$ cat src/rtl/bulk_rx_pkg.sv
package bulk_rx_pkg;

    localparam int NUM_BANKS = 2;

    typedef enum logic {
        BANK_A = 1'b0,
        BANK_B = 1'b1
    } bank_e;

    function automatic bank_e other_bank(input bank_e b);
        return bank_e'(~b);
    endfunction

endpackage

$ cat src/rtl/rx_bank_mem.sv
module rx_bank_mem #(
    parameter int DATA_W = 8,
    parameter int DEPTH  = 64,
    localparam int AW    = $clog2(DEPTH)
) (
    input  logic              clk,
    input  logic              we,
    input  logic [AW-1:0]     waddr,
    input  logic [DATA_W-1:0] wdata,
    input  logic [AW-1:0]     raddr,
    output logic [DATA_W-1:0] rdata
);

    logic [DATA_W-1:0] mem_q [DEPTH];

    always_ff @(posedge clk) begin
        if (we) begin
            mem_q[waddr] <= wdata;
        end
    end

    assign rdata = mem_q[raddr];

endmodule

$ cat src/rtl/rx_fill_ctrl.sv
module rx_fill_ctrl
    import bulk_rx_pkg::*;
#(
    parameter int DEPTH = 64,
    localparam int AW   = $clog2(DEPTH),
    localparam int CW   = $clog2(DEPTH + 1)
) (
    input  logic                 clk,
    input  logic                 rst,
    input  logic                 dbl_en,
    input  logic                 in_valid,
    input  logic                 in_eop,
    input  logic [NUM_BANKS-1:0] bank_full,
    output bank_e                fill_sel,
    output logic                 wr_en,
    output logic [AW-1:0]        wr_addr,
    output logic [NUM_BANKS-1:0] done,
    output logic [CW-1:0]        done_cnt,
    output logic                 busy
);

    typedef struct packed {
        bank_e         sel;
        logic [CW-1:0] wr_ptr;
    } fill_st_t;

    fill_st_t st_d, st_q;

    always_comb begin
        st_d     = st_q;
        wr_en    = 1'b0;
        done     = '0;
        done_cnt = st_q.wr_ptr;
        if (!bank_full[st_q.sel]) begin
            if (in_valid && (st_q.wr_ptr < CW'(DEPTH))) begin
                wr_en       = 1'b1;
                st_d.wr_ptr = st_q.wr_ptr + 1'b1;
            end
            if (in_eop) begin
                done[st_q.sel] = 1'b1;
                done_cnt       = st_d.wr_ptr;
                st_d.wr_ptr    = '0;
                if (dbl_en) begin
                    st_d.sel = other_bank(st_q.sel);
                end
            end
        end
    end

    always_ff @(posedge clk) begin
        if (rst) begin
            st_q <= '{sel: BANK_A, wr_ptr: '0};
        end else begin
            st_q <= st_d;
        end
    end

    assign fill_sel = st_q.sel;
    assign wr_addr  = st_q.wr_ptr[AW-1:0];
    assign busy     = bank_full[st_q.sel];

endmodule

$ cat src/rtl/rx_drain_ctrl.sv
module rx_drain_ctrl
    import bulk_rx_pkg::*;
#(
    parameter int DEPTH = 64,
    localparam int AW   = $clog2(DEPTH),
    localparam int CW   = $clog2(DEPTH + 1)
) (
    input  logic                 clk,
    input  logic                 rst,
    input  logic                 dbl_en,
    input  logic [NUM_BANKS-1:0] done,
    input  logic [CW-1:0]        done_cnt,
    input  logic                 rd_stb,
    input  logic                 clr_req,
    output logic [NUM_BANKS-1:0] bank_full,
    output bank_e                read_sel,
    output logic [AW-1:0]        rd_addr,
    output logic [CW-1:0]        rd_count,
    output logic                 pkt_ready
);

    typedef struct packed {
        logic [NUM_BANKS-1:0]         full;
        logic [NUM_BANKS-1:0][CW-1:0] cnt;
        bank_e                        rsel;
        logic [AW-1:0]                rd_ptr;
    } drain_st_t;

    drain_st_t st_d, st_q;

    always_comb begin
        st_d = st_q;
        for (int b = 0; b < NUM_BANKS; b++) begin
            if (done[b]) begin
                st_d.full[b] = 1'b1;
                st_d.cnt[b]  = done_cnt;
            end
        end
        if (rd_stb && st_q.full[st_q.rsel] && (st_q.rd_ptr != AW'(DEPTH - 1))) begin
            st_d.rd_ptr = st_q.rd_ptr + 1'b1;
        end
        if (clr_req && st_q.full[st_q.rsel]) begin
            st_d.full[st_q.rsel] = 1'b0;
            st_d.rd_ptr          = '0;
            if (dbl_en) begin
                st_d.rsel = other_bank(st_q.rsel);
            end
        end
    end

    always_ff @(posedge clk) begin
        if (rst) begin
            st_q <= '0;
        end else begin
            st_q <= st_d;
        end
    end

    assign bank_full = st_q.full;
    assign read_sel  = st_q.rsel;
    assign rd_addr   = st_q.rd_ptr;
    assign rd_count  = st_q.cnt[st_q.rsel];
    assign pkt_ready = st_q.full[st_q.rsel];

endmodule

$ cat src/rtl/bulk_rx_pingpong.sv
module bulk_rx_pingpong
    import bulk_rx_pkg::*;
#(
    parameter int DATA_W     = 8,
    parameter int BANK_DEPTH = 64,
    localparam int AW        = $clog2(BANK_DEPTH),
    localparam int CW        = $clog2(BANK_DEPTH + 1)
) (
    input  logic              clk,
    input  logic              rst,
    input  logic              dbl_en,
    input  logic              in_valid,
    input  logic [DATA_W-1:0] in_data,
    input  logic              in_eop,
    output logic              rx_busy,
    input  logic              rd_stb,
    output logic [DATA_W-1:0] rd_data,
    output logic [CW-1:0]     rd_count,
    input  logic              stat_wr,
    input  logic              stat_wdata,
    output logic              pkt_ready,
    output logic              irq
);

    logic [NUM_BANKS-1:0] bank_full;
    logic [NUM_BANKS-1:0] done;
    logic [CW-1:0]        done_cnt;
    bank_e                fill_sel;
    bank_e                read_sel;
    logic                 wr_en;
    logic [AW-1:0]        wr_addr;
    logic [AW-1:0]        rd_addr;
    logic                 clr_req;
    logic [DATA_W-1:0]    bank_rdata [NUM_BANKS];

    assign clr_req = stat_wr && stat_wdata;

    rx_fill_ctrl #(.DEPTH(BANK_DEPTH)) u_fill (
        .clk       (clk),
        .rst       (rst),
        .dbl_en    (dbl_en),
        .in_valid  (in_valid),
        .in_eop    (in_eop),
        .bank_full (bank_full),
        .fill_sel  (fill_sel),
        .wr_en     (wr_en),
        .wr_addr   (wr_addr),
        .done      (done),
        .done_cnt  (done_cnt),
        .busy      (rx_busy)
    );

    rx_drain_ctrl #(.DEPTH(BANK_DEPTH)) u_drain (
        .clk       (clk),
        .rst       (rst),
        .dbl_en    (dbl_en),
        .done      (done),
        .done_cnt  (done_cnt),
        .rd_stb    (rd_stb),
        .clr_req   (clr_req),
        .bank_full (bank_full),
        .read_sel  (read_sel),
        .rd_addr   (rd_addr),
        .rd_count  (rd_count),
        .pkt_ready (pkt_ready)
    );

    for (genvar b = 0; b < NUM_BANKS; b++) begin : g_bank
        rx_bank_mem #(.DATA_W(DATA_W), .DEPTH(BANK_DEPTH)) u_mem (
            .clk   (clk),
            .we    (wr_en && (fill_sel == bank_e'(1'(b)))),
            .waddr (wr_addr),
            .wdata (in_data),
            .raddr (rd_addr),
            .rdata (bank_rdata[b])
        );
    end

    assign rd_data = bank_rdata[read_sel];
    assign irq     = pkt_ready;

endmodule

$ cat config.mk
export PLATFORM = sky130hd
export DESIGN_NAME = bulk_rx_pingpong
export DESIGN_NICKNAME = d
export VERILOG_FILES = /design/src/rtl/bulk_rx_pkg.sv /design/src/rtl/rx_bank_mem.sv /design/src/rtl/rx_fill_ctrl.sv /design/src/rtl/rx_drain_ctrl.sv /design/src/rtl/bulk_rx_pingpong.sv
export SDC_FILE = /design/constraint.sdc
export NUM_CORES = 1
export LEC_CHECK = 0
export BUFFER_PORTS_ARGS = -buffer_cell sky130_fd_sc_hd__clkbuf_2
export CAP_MARGIN = 15
export CORE_AREA = 2 2 324 326
export DETAILED_ROUTE_END_ITERATION = 16
export DIE_AREA = 0 0 326 328
export GPL_ROUTABILITY_DRIVEN = 0
export PLACE_DENSITY = 0.63
export SLEW_MARGIN = 10
export SYNTH_ARGS = -nofsm -noshare
export SYNTH_HDL_FRONTEND = slang
export SYNTH_SLANG_ARGS = --single-unit
$ cat constraint.sdc
create_clock -name clk -period 4.3 [get_ports clk]
set_input_delay 1.29 -clock clk [delete_from_list [all_inputs] [get_ports clk]]
set_output_delay 1.29 -clock clk [all_outputs]
set_load 0.05 [all_outputs]
# After elaboration in Yosys (flattened, before gate mapping)
# Memory sizes are Yosys's and may differ from the RTL's. A register that Yosys moved wholly into a read port is not among the register bits.
# Index checks and enable logic that the tools add are counted.
[op_classes]
reduce_logical = 12
mux = 32
eq_ne = 1
n_mul = 0
n_bitwise = 6
n_addsub = 2
shift = 0
div_mod_pow = 0
magnitude_cmp = 6
[ops]
columns = ["operator", "count"]
rows = [
  ["7-bit 2-to-1 mux", 6],
  ["6-bit 2-to-1 mux", 4],
  ["8-bit 2-to-1 mux", 3],
  ["1-bit 2-to-1 mux", 14],
  ["1-bit logical AND", 9],
  ["7-bit by 1-bit adder with 7-bit output, second input constant", 1],
  ["7-bit less-than comparator, second input constant", 1],
  ["6-bit by 1-bit adder with 6-bit output, second input constant", 1],
  ["2-bit 2-to-1 mux", 3],
  ["6-bit inequality test, second input constant", 1],
  ["1-bit by 2-bit less-than comparator with 1-bit output, second input constant", 2],
  ["1-bit NOT", 3],
  ["3-bit AND reduction", 1],
  ["2-bit bitwise AND", 1],
  ["1-bit demux with 1-bit select", 2],
  ["1-bit >= comparator, second input constant", 2],
  ["2-bit >= comparator, second input constant", 1],
  ["1-bit NOT with 2-bit output", 1],
  ["2-bit NOT", 1],
  ["2-bit AND reduction", 1],
  ["2-bit OR reduction", 1],
]
[totals]
input_bits = 16
ramBits = 1024
memories = 2
latchBits = 0
output_inout_bits = 18
reg_bits = 31
word_cells = 68
romBits = 0
[memory_table]
columns = ["memory", "words", "width", "read_ports", "rd_clocked_by_memory_dff", "wr", "line_no", "text"]
rows = [
  ["g_bank[0].u_mem.mem_q", 64, 8, 1, 1, 1, "rx_bank_mem.sv:14", "logic [DATA_W-1:0] mem_q [DEPTH];"],
  ["g_bank[1].u_mem.mem_q", 64, 8, 1, 1, 1, "rx_bank_mem.sv:14", ""],
]

# Depth between registers and ports, before layout
# Gate-level depths: netlist of the first run.
[logic_depth]
depth_word = 9
mapped_depth = 7
depth_no_buf = 5

# Modules after synthesis
# From an unflattened synthesis of the first run, not the netlist that was laid out.
[hier_totals]
cells_unflattened = 2065
hier_area_um2 = 41950.2
[modules_own_cells]
columns = ["mod", "area_each_um2", "cells_per_inst", "instances", "seq_area_each_um2"]
rows = [
  ["rx_bank_mem", 20006.7, 932, 2, 15374.7],
  ["rx_drain_ctrl", 1048.5, 105, 1, 460.4],
  ["rx_fill_ctrl", 730.7, 83, 1, 160.2],
  ["bulk_rx_pingpong", 157.7, 13, 1, 0.0],
]

# Least setup slack after synthesis of the first run
# Ideal clock, no wire load.
[synth_path]
path_type = "register -> output"
startpoint = "reg with a tool-made name"
endpoint = "out rd_data[0]"
t_required_ps = 3010
arrival_time_ps = 2791
path_slack_ps = 219
stages_incl_launch_ff = 7
n_path_buf = 2
path_cell_list = "dfxtp_1 -> buf_2 -> buf_1 -> mux4_2 -> mux4_2 -> mux4_2 -> mux2_2"
[synth_rtl]
columns = ["item", "line_no", "text"]
rows = [
  ["to (decl)", "bulk_rx_pingpong.sv:17", "output logic [DATA_W-1:0] rd_data,"],
]

==> results.md, run 1 <==
* MaxCap Viol Count at 0
* Number of nets in the layout at 1973
* DR vias at 19100
* Root Buffer: clkbuf_16
* Finished Layout Cells at 3423
* PortBufs at 33
* Final hold vios at 0
* First-pass GRT wire length at 140000 um
* Startpoint types: register
* Placement Rows at 118
* Tot GR Track Use at 18.0%
* Post-synthesis mux area share at 19.0%
* Critical Setup Path Class: register to output pin
* Met2 usage at 30.0%
* RSZ-0062 raised after global routing: true
* Layout Area Growth over Synthesis at 16.6%
* Max Clk Rate at 201 MHz
* Initial Util at 39.8%
* Syn avg cell area at 22.9 sq um
* Slew Viols, Final at 0
* GR Util met1 at 24.6%
* Count of cell types in the netlist at 41
* Clock Skew at 0.0343 ns
* Xor and xnor area share after synthesis at 0.149%
* Area share of fa/ha/maj cells after synthesis at 0.0610%
* Final ANT Viol Nets at 0
* CTS Hold Bufs at 0
* Final setup TNS at -5.27 ns
* CP cell instances: buf_12 > buf_12 > buf_12 > mux4_2 > mux4_2 > mux4_2 > mux2_4 > clkbuf_16
* DR vias/cell at 5.59
* Sequential area share after synthesis at 76.7%
* H-tree depth at 3
* Slew of the pin with the lowest slew margin at 1.11 ns
* Wirelength, routed at 95300 um
* Largest net degree at the start of global routing at 113
* Critical path arrival at 3.69 ns
* Synth Cell Area at 0.0410 sq mm
* CP Max Fanout at 7
* Total Power at 21.9 mW
* Ranking of synthesized cells by area: edfxtp_1 (75%), mux4_2 (18%), dfxtp_1 (1.8%)
* Final Worst Setup Slack at -0.678 ns
* Worst Path Required at 3.01 ns
* ANT cells at 0
* Ys Warns at 0
* DIE AREA at 0.107 sq mm
* Met3 Use GR at 2.95%
* Status: finished, violations left
* Synth Register Bits at 1061
* Post-synth EDFFs at 1024
* Pwr dens at 458 mW/mm^2
* Failing checks: setup timing
* VDD IR max at 0.000365 V
* Busiest grt layer: met2
* Hold crit path type: register to register
* Clock Latency Late Sink at 0.67 ns
* Hpwl dp at 59500 um
* Layout cells sized above 1 at 32.8%
* Multi-input gate area at 0.00910 sq mm
* Share of the synthesized area in the top cell type at 74.9%
* Cell taking the most area after synthesis: edfxtp_1
* Most frequent cell after synthesis: edfxtp_1
* Ports at 34
* Number of buffers created by CTS at 104
* Die Y at 328 um
* Placed cell count at 3204
* CP Capture Type: output pin
* Commonest cells post-synth: edfxtp_1 (1024), mux4_2 (336), nor2_1 (160)
* Worst path max stage delay at 0.58 ns
* R2r setup slk at 1.25 ns
* Ys async rst share at 0%
* Final-report setup violation count at 8
* CTS Sinks at 1061
* CTS max path bufs at 3
* Reg area at 0.0315 sq mm
* Congestion Overflow GR at 0
* Leak Pwr at 14.4 nW
* Syn nets at 1814
* Core area at 0.103 sq mm
* Worst slew margin at 25.9%
* CP max-delay cell: mux4_2
* Synth Instances at 1796
* TritonCTS clock tree: done
* Initial antenna violation count at 0
* Synth Flop Type: edfxtp_1
* Clk pin slew, worst setup/hold paths at 0.06 ns
* Die width at 326 um
* Dominant combinational cell family by area after synthesis: multiplexers
* Vias in the first global route at 19700
* Final core occ at 46.4%
* Fillers at 8312
* Initial drt markers at 1850
* Post-route DRC at 0
* Compound-Gate Fraction of Synth Area at 0.686%
* Final period util at 116%
* Final worst path period need at 4.98 ns
* Routed len/inst at 27.9 um
* Drt first pass iters at 5
* Simple-Gate Fraction of Synth Area at 2.26%
* Dpl ws at -0.160 ns
stage by stage:
stage | hold WS (ns) | cell area [sq um]
after floorplan | 0.466 | 41000
after global placement | 0.483 | 43600
after detailed placement | 0.493 | 43600
after CTS | 0.501 | 47800
after global routing | 0.525 | 47800
final | 0.504 | 47800
area by class of cell:
class	instances	share of cell area [%]
Sequential cell	1061	65.9
Multi-Input combinational cell	626	19.0
Clock buffer	118	5.64
Timing Repair Buffer	152	3.99
Tap cell	1380	3.61
Clock inverter	76	1.79
Inverter	10	0.0785
path summary, 6_finish.rpt:
kind | from | endpoint | cells after the start
setup / recovery | register | rd_data[4] | 8
hold / removal | u_drain.st_q[20] | u_drain.st_q[20] | 2
setup reg to reg | u_fill.wr_addr[1] | g_bank[1].u_mem.mem_q[42][6] | 4
hold reg to reg | u_drain.st_q[20] | u_drain.st_q[20] | 2
sequential cells by signal, indices dropped and copies added (netlist names), named ones only:
signal              cells
g_bank.u_mem.mem_q   1024
u_drain.bank_full       2
u_drain.rd_addr         6
u_drain.read_sel        1
u_drain.st_q           14
u_fill.fill_sel         1
u_fill.st_q             1
u_fill.wr_addr          6
cell usage in the layout, fill, tap and decap left out, types with 4 or more instances in the layout:
master,instances
dfxtp_1,33
buf_6,5
o21ai_0,7
inv_6,4
a211oi_1,15
bufinv_16,18
nand4_1,5
nand3b_1,5
nor2_1,160
mux4_2,336
clkinv_1,25
nand3_1,13
mux2_4,8
clkinv_2,16
buf_16,11
xor2_1,4
buf_4,76
buf_12,34
clkbuf_2,17
edfxtp_1,1024
clkbuf_16,114
mux2_2,8
nand2_1,17
inv_1,9
a21oi_1,12
clkbuf_1,12
clkinvlp_4,11
per-layer routing:
metal | wire length [um] | up-vias
met3 | 5570 | 155
met1 | 39300 | 10400
met2 | 48000 | 665
met4 | 2400 | 0
li1 | - | 7930
met5 | 0 | -
cell families after synthesis:
family | after synthesis
adder cells (fa/ha/maj) | 2
flip-flops | 1061
multiplexers | 355
XOR/XNOR | 7
AO/OA/AOI/OAI | 43
buffers and inverters | 109
AND/OR/NAND/NOR | 219
critical path, delay by kind of cell, from the launching register on:
family | cells | cell delay [ns]
buf+inv | 4 | 0.61
flops | 1 | 0.38
mux | 4 | 2.00
what timing repair did:
action | CTS | global route
gates cloned | 8 | 1
gates resized for setup | 50 | 1
setup buffers | 15 | 2
endpoints found under the setup margin | 8 | 8
power by group:
part	total [mW]	internal (mW)	switching [mW]
logic	1.12	0.507	0.613
registers	11.4	11.4	0.0200
clock network	9.43	5.59	3.84
total	21.9	17.4	4.48
Note: power is estimated with default switching activity, not from simulation.
==> run 2: changes to the inputs <==
--- a/config.mk
+++ b/config.mk
@@ -7,12 +7,13 @@
 export LEC_CHECK = 0
 export BUFFER_PORTS_ARGS = -buffer_cell sky130_fd_sc_hd__clkbuf_2
 export CAP_MARGIN = 15
-export CORE_AREA = 2 2 324 326
+export CORE_AREA = 2 2 327 329
 export DETAILED_ROUTE_END_ITERATION = 16
-export DIE_AREA = 0 0 326 328
+export DIE_AREA = 0 0 329 331
 export GPL_ROUTABILITY_DRIVEN = 0
 export PLACE_DENSITY = 0.63
 export SLEW_MARGIN = 10
 export SYNTH_ARGS = -nofsm -noshare
 export SYNTH_HDL_FRONTEND = slang
+export SYNTH_HIERARCHICAL = 1
 export SYNTH_SLANG_ARGS = --single-unit
==> run 2 against run 1 <==
- non-clock buffer count grew 160
- the flow still finishes with violations (setup timing)
- worst hold slack lost 0.0065 ns
- flip-flop and latch count shrank 6
- sequential share of layout area shrank 2.5 points
- highest routed layer is now met5
- largest cell class unchanged
- critical endpoint is now rd_data[3]
- cell area grew 3.5%
==> results.md, run 2 <==
* VDD IR max at 0.000310 V
* Die Y at 331 um
* TritonCTS clock tree: done
* Hold crit path type: register to register
* Final hold vios at 0
* Sw Pwr at 4.40 mW
* Worst Path Required at 3.01 ns
* Biggest regs: g_bank.u_mem/mem_q x1024, u_drain/st_q x14
* CTS Hold Bufs at 0
* Min Hold Slack at 0.498 ns
* Most frequent cells in the layout: edfxtp_1 (1024), mux4_2 (252), buf_4 (240)
* Leak Pwr at 15.4 nW
* Sw frac at 20.9%
* MaxCap Viol Count at 0
* Core area at 0.105 sq mm
* Syn avg cell area at 20.3 sq um
* Number of buffers created by CTS at 104
* Root Buffer: clkbuf_16
* Ports at 34
* DR vias/cell at 5.62
* Syn nets at 2083
* Dpl cell area at 0.0452 sq mm
* Worst r2r path cells at 9
* Pwr dens at 425 mW/mm^2
* Placement Rows at 119
* Critical Setup Path Class: register to output pin
* Worst Hold Depth at 2
* Final core occ at 47.2%
* Synth Instances at 2065
* DR vias at 21500
* DIE AREA at 0.109 sq mm
* Synth Flop Type: edfxtp_1
* Clk pin slew, worst setup/hold paths at 0.06 ns
* CTS Sinks at 1055
* Top reg by flops: g_bank.u_mem/mem_q
* Synth Cell Area at 0.0420 sq mm
* Post-synth EDFFs at 1024
* Initial Util at 40.0%
* Worst slew margin at 28.2%
* Layout cells sized above 1 at 34.0%
* Final Worst Setup Slack at -0.424 ns
* Flop pwr share at 53.7%
* Total Power at 21.0 mW
* Design Area, Final at 0.0495 sq mm
* Routed len/inst at 26.0 um
* H-tree depth at 3
* Slew Viols, Final at 0
* Number of nets in the layout at 2373
* Clock Latency Late Sink at 0.67 ns
* Dpl ws at -0.0623 ns
* Max Clk Rate at 212 MHz
* PortBufs at 33
* Cell taking the most area after synthesis: edfxtp_1
* First-pass GRT wire length at 147000 um
* Synth Register Bits at 1055
* Tot GR Track Use at 18.4%
* Initial drt markers at 2401
* Commonest cells post-synth: edfxtp_1 (1024), mux4_2 (252), nor2_1 (192)
* Die width at 329 um
* CP Max Fanout at 6
* Layout Area Growth over Synthesis at 18.0%
* Ranking of synthesized cells by area: edfxtp_1 (73%), mux4_2 (14%), nor2_1 (1.7%)
* Critical path arrival at 3.43 ns
* CTS max path bufs at 3
* Largest net degree at the start of global routing at 129
* Internal at 16.6 mW
* Final worst path period need at 4.72 ns
* Drt first pass iters at 5
* Part of the power in the clock network at 40.7%
* Max reg flops at 1024
* Sequential area share after synthesis at 74.8%
* Status: finished, violations left
* Share of the synthesized area in the top cell type at 73.3%
* Logic pwr share at 5.6%
* Count of cell types in the netlist at 68
* Fillers at 8581
* Most common cell after layout, fill and taps aside: edfxtp_1
* Final period util at 110%
* Ys Warns at 6
* Congestion Overflow GR at 0
* Startpoint types: register
* Most frequent cell after synthesis: edfxtp_1
* ANT cells at 0
* Wirelength, routed at 99700 um
* CP Capture Type: output pin
* Post-route DRC at 0
* Final-report setup violation count at 8
* Initial antenna violation count at 1
* Final ANT Viol Nets at 0
* Hpwl dp at 61900 um
* Vias in the first global route at 22100
* Slew of the pin with the lowest slew margin at 1.08 ns
* Failing checks: setup timing
* Ys async rst share at 0%
* Clock Skew at 0.0268 ns
* RSZ-0062 raised after global routing: true
## run 2: changes by cell type after synthesis, moves of 17 or more
cell / before / now
mux4_2: 336 / 252
mux2i_1: 3 / 62
buf_4: 5 / 41
nor2_1: 160 / 192
nor2b_1: 1 / 30
nand2_1: 17 / 44
mux2_2: 16 / 33
nand3_1: 13 / 30
## run 2: cell type report
cell class / instances / area (sq um) / area share (%)
inverters: 7 / 26.3 / 0.0531
multi-input cells: 875 / 10100 / 20.5
clock buffers: 139 / 2890 / 5.83
flip-flops and latches: 1055 / 31400 / 63.4
repair buffers: 312 / 3030 / 6.11
well taps: 1391 / 1740 / 3.51
clock inverters: 49 / 309 / 0.624
## run 2: cells by family after synthesis
family	Yosys count	share of synthesized area, %
and+or+nand+nor	375	4.19
adders and majority gates	2	0.0596
DFF	1055	74.8
buffers and inverters	135	2.00
AOI/OAI and AO/OA	133	2.52
muxes	358	16.3
xor gates and xnor gates	7	0.146
## run 2: worst paths after layout
kind	start	to	slack (ns)
setup / recovery	u_drain/rd_addr[0]	rd_data[3]	-0.42
hold / removal	u_drain/st_q[7]	u_drain/st_q[7]	0.50
setup reg to reg	u_fill/fill_sel	g_bank[1].u_mem/mem_q[2][0]	1.07
hold reg to reg	u_drain/st_q[7]	u_drain/st_q[7]	0.50
## run 2: timing repair
action                                 4_1_cts  5_1_grt
endpoints found under the hold margin        0        0
resized for setup                          100       26
setup endpoints to repair                    8        8
cloned                                      10        0
pin swaps                                   12       10
setup buffers                               34        7
## run 2: power by group through the flow
stage | clock network, mW | logic [mW] | registers (mW)
final | 8.57 | 1.17 | 11.3
after global placement | 0 | 0.971 | 11.5
after CTS | 8.74 | 1.18 | 11.3
after detailed placement | 0 | 0.994 | 11.5
after global routing | 9.13 | 1.24 | 11.3
after floorplan | 0 | 0.599 | 11.5
## run 2: metrics by stage
| stage | std cells | setup TNS [ns] |
|---|---|---|
| after CTS | 3826 | -3.55 |
| after floorplan | 2065 | 0 |
| after global routing | 3828 | -3.57 |
| after detailed placement | 3598 | -0.0681 |
| after global placement | 3598 | -0.0781 |
| final | 3828 | -3.00 |
## run 2: critical path, stage by stage, from the launching register on
cell	delay [ns]
dfxtp_4	0.36
buf_12	0.16
buf_12	0.14
buf_16	0.13
mux4_2	0.57
mux4_2	0.52
o21ai_4	0.20
o41ai_4	0.18
mux2_4	0.33
buf_12	0.16
## run 2: routing by layer
metal	vias to the layer above	GRT usage (%)	part of all wire, %
met5	-	0	0.012
met3	167	3.02	6.9
met1	11400	25.5	42
met2	857	30.2	49
li1	9116	-	-
met4	2	5.23	2.5
==> run 3: changes to the inputs <==
--- a/config.mk
+++ b/config.mk
@@ -11,6 +11,7 @@
 export DETAILED_ROUTE_END_ITERATION = 16
 export DIE_AREA = 0 0 329 331
 export GPL_ROUTABILITY_DRIVEN = 0
+export GPL_TIMING_DRIVEN = 0
 export PLACE_DENSITY = 0.63
 export SLEW_MARGIN = 10
 export SYNTH_ARGS = -nofsm -noshare
==> run 3 against run 2 <==
- the run still ends with setup timing left
- combinational power increased by 4%
- critical endpoint unchanged
- die area unchanged
- sequential share of layout area increased by 0.58 points
- first-iteration DRC count increased by 4.7%
- cell count decreased by 3.1%
- critical path depth unchanged
- flip-flop and latch count unchanged
- power increased by 1.7%
- largest power group unchanged
- clock skew decreased by 0.0047 ns
==> results.md, run 3 (synthesis gave the netlist of run 2 again) <==
* Status: finished, violations left
* Failing checks: setup timing
* DIE AREA at 0.109 sq mm
* Tot GR Track Use at 19.0%
* VDD IR max at 0.000408 V
* PortBufs at 32
* Final worst path period need at 4.83 ns
* Final ANT Viol Nets at 0
* Drt first pass iters at 6
* Clock Skew at 0.0222 ns
* Biggest regs: g_bank.u_mem/mem_q x1024, u_drain/st_q x14
* Final-report setup violation count at 8
* Number of buffers created by CTS at 103
* Hold crit path type: register to register
* Dpl ws at -1.20 ns
* Most common cell after layout, fill and taps aside: edfxtp_1
* Clock Latency Late Sink at 0.67 ns
* Ports at 34
* CTS Sinks at 1055
* Worst slew margin at 29.6%
* Final period util at 112%
* First-pass GRT wire length at 149000 um
* Die Y at 331 um
* Slew of the pin with the lowest slew margin at 1.05 ns
* Die width at 329 um
* RSZ-0062 raised after global routing: true
* Finished Layout Cells at 3711
* Total Power at 21.4 mW
* Startpoint types: register
* Layout Area Growth over Synthesis at 16.9%
* H-tree depth at 3
* Largest net degree at the start of global routing at 129
* Root Buffer: clkbuf_16
* Critical Setup Path Class: register to output pin
* Fillers at 8591
* CP Max Fanout at 7
* Clk pin slew, worst setup/hold paths at 0.06 ns
* DR vias/cell at 5.76
* Initial Util at 40.0%
* Reg area at 0.0314 sq mm
* Dpl cell area at 0.0440 sq mm
* Multi-input gate area at 0.0104 sq mm
* Core area at 0.105 sq mm
* DR vias at 21400
* MaxCap Viol Count at 0
* Max reg flops at 1024
* Vias in the first global route at 21700
* Slew Viols, Final at 0
* Final core occ at 46.7%
* Pwr dens at 436 mW/mm^2
* Top reg by flops: g_bank.u_mem/mem_q
* TritonCTS clock tree: done
* Critical path arrival at 3.54 ns
* Leak Pwr at 14.8 nW
* Worst Path Required at 3.01 ns
* R2r setup slk at 0.50 ns
* Placement Rows at 119
* CTS max path bufs at 3
* Wirelength, routed at 103000 um
* Initial drt markers at 2514
* Layout cells sized above 1 at 30.3%
* Initial antenna violation count at 2
* Placed cell count at 3492
* Final hold vios at 0
* Congestion Overflow GR at 0
* Final Worst Setup Slack at -0.527 ns
* CP Capture Type: output pin
* Design Area, Final at 0.0491 sq mm
* Routed len/inst at 27.9 um
* Max Clk Rate at 207 MHz
* Most frequent cells in the layout: edfxtp_1 (1024), mux4_2 (252), nor2_1 (185)
* Number of nets in the layout at 2249
* Hpwl dp at 64100 um
* Post-route DRC at 0
## run 3: metal layers
layer  global-route usage [%]  routed length [um]  vias to the layer above
met5                        0                   0                        -
met4                     7.34                4030                        0
met3                     4.16                8540                      215
met2                     30.7               49600                      967
met1                     25.2               41200                    11300
li1                         -                   -                     8867
## run 3: area by class of cell
class	count	area share, %
Inverter	7	0.0536
Sequential cell	1055	64.0
Multi-Input combinational cell	875	21.1
Tap cell	1391	3.55
Timing Repair Buffer	63	1.61
Antenna cell	1	0.00510
Clock buffer	127	5.61
Clock inverter	66	1.20
Buffer	126	2.90
## run 3: repair_timing
action	CTS	global route
hold buffers	0	0
pin swaps	20	15
setup buffers	13	8
gates resized for setup	276	48
endpoints found under the setup margin	8	8
cloned	5	1
## run 3: power by group
group          leakage (nW)  internal, mW  total, mW  switching, mW
logic                  3.73         0.535       1.22          0.684
registers              9.46          11.3       11.3         0.0109
clock network          1.64          5.14       8.89           3.75
total                  14.8          17.0       21.4           4.45
## run 3: path summary, 6_finish.rpt
path                                         start                     endpoint  cells past startpoint
worst min register to register    u_drain/st_q[16]             u_drain/st_q[16]                      2
worst max-delay path            u_drain/rd_addr[0]                   rd_data[3]                      9
worst max register to register     u_fill/fill_sel  g_bank[0].u_mem/mem_q[2][3]                      7
worst min-delay path              u_drain/st_q[16]             u_drain/st_q[16]                      2
## run 3: critical path, stage by stage, from the launching register on
cell       delay (ns)
dfxtp_4          0.36
buf_12           0.14
buf_12           0.18
buf_16           0.15
mux4_2           0.55
mux4_2           0.55
o21ai_4          0.21
o41ai_4          0.17
mux2_4           0.34
clkbuf_16        0.18
## run 3: through the flow
stage	setup TNS, ns	hold slack (ns)
floorplan	0	0.454
global placement	-8.37	0.472
detailed placement	-9.62	0.490
CTS	-3.88	0.503
global route	-4.16	0.542
finish	-3.58	0.494
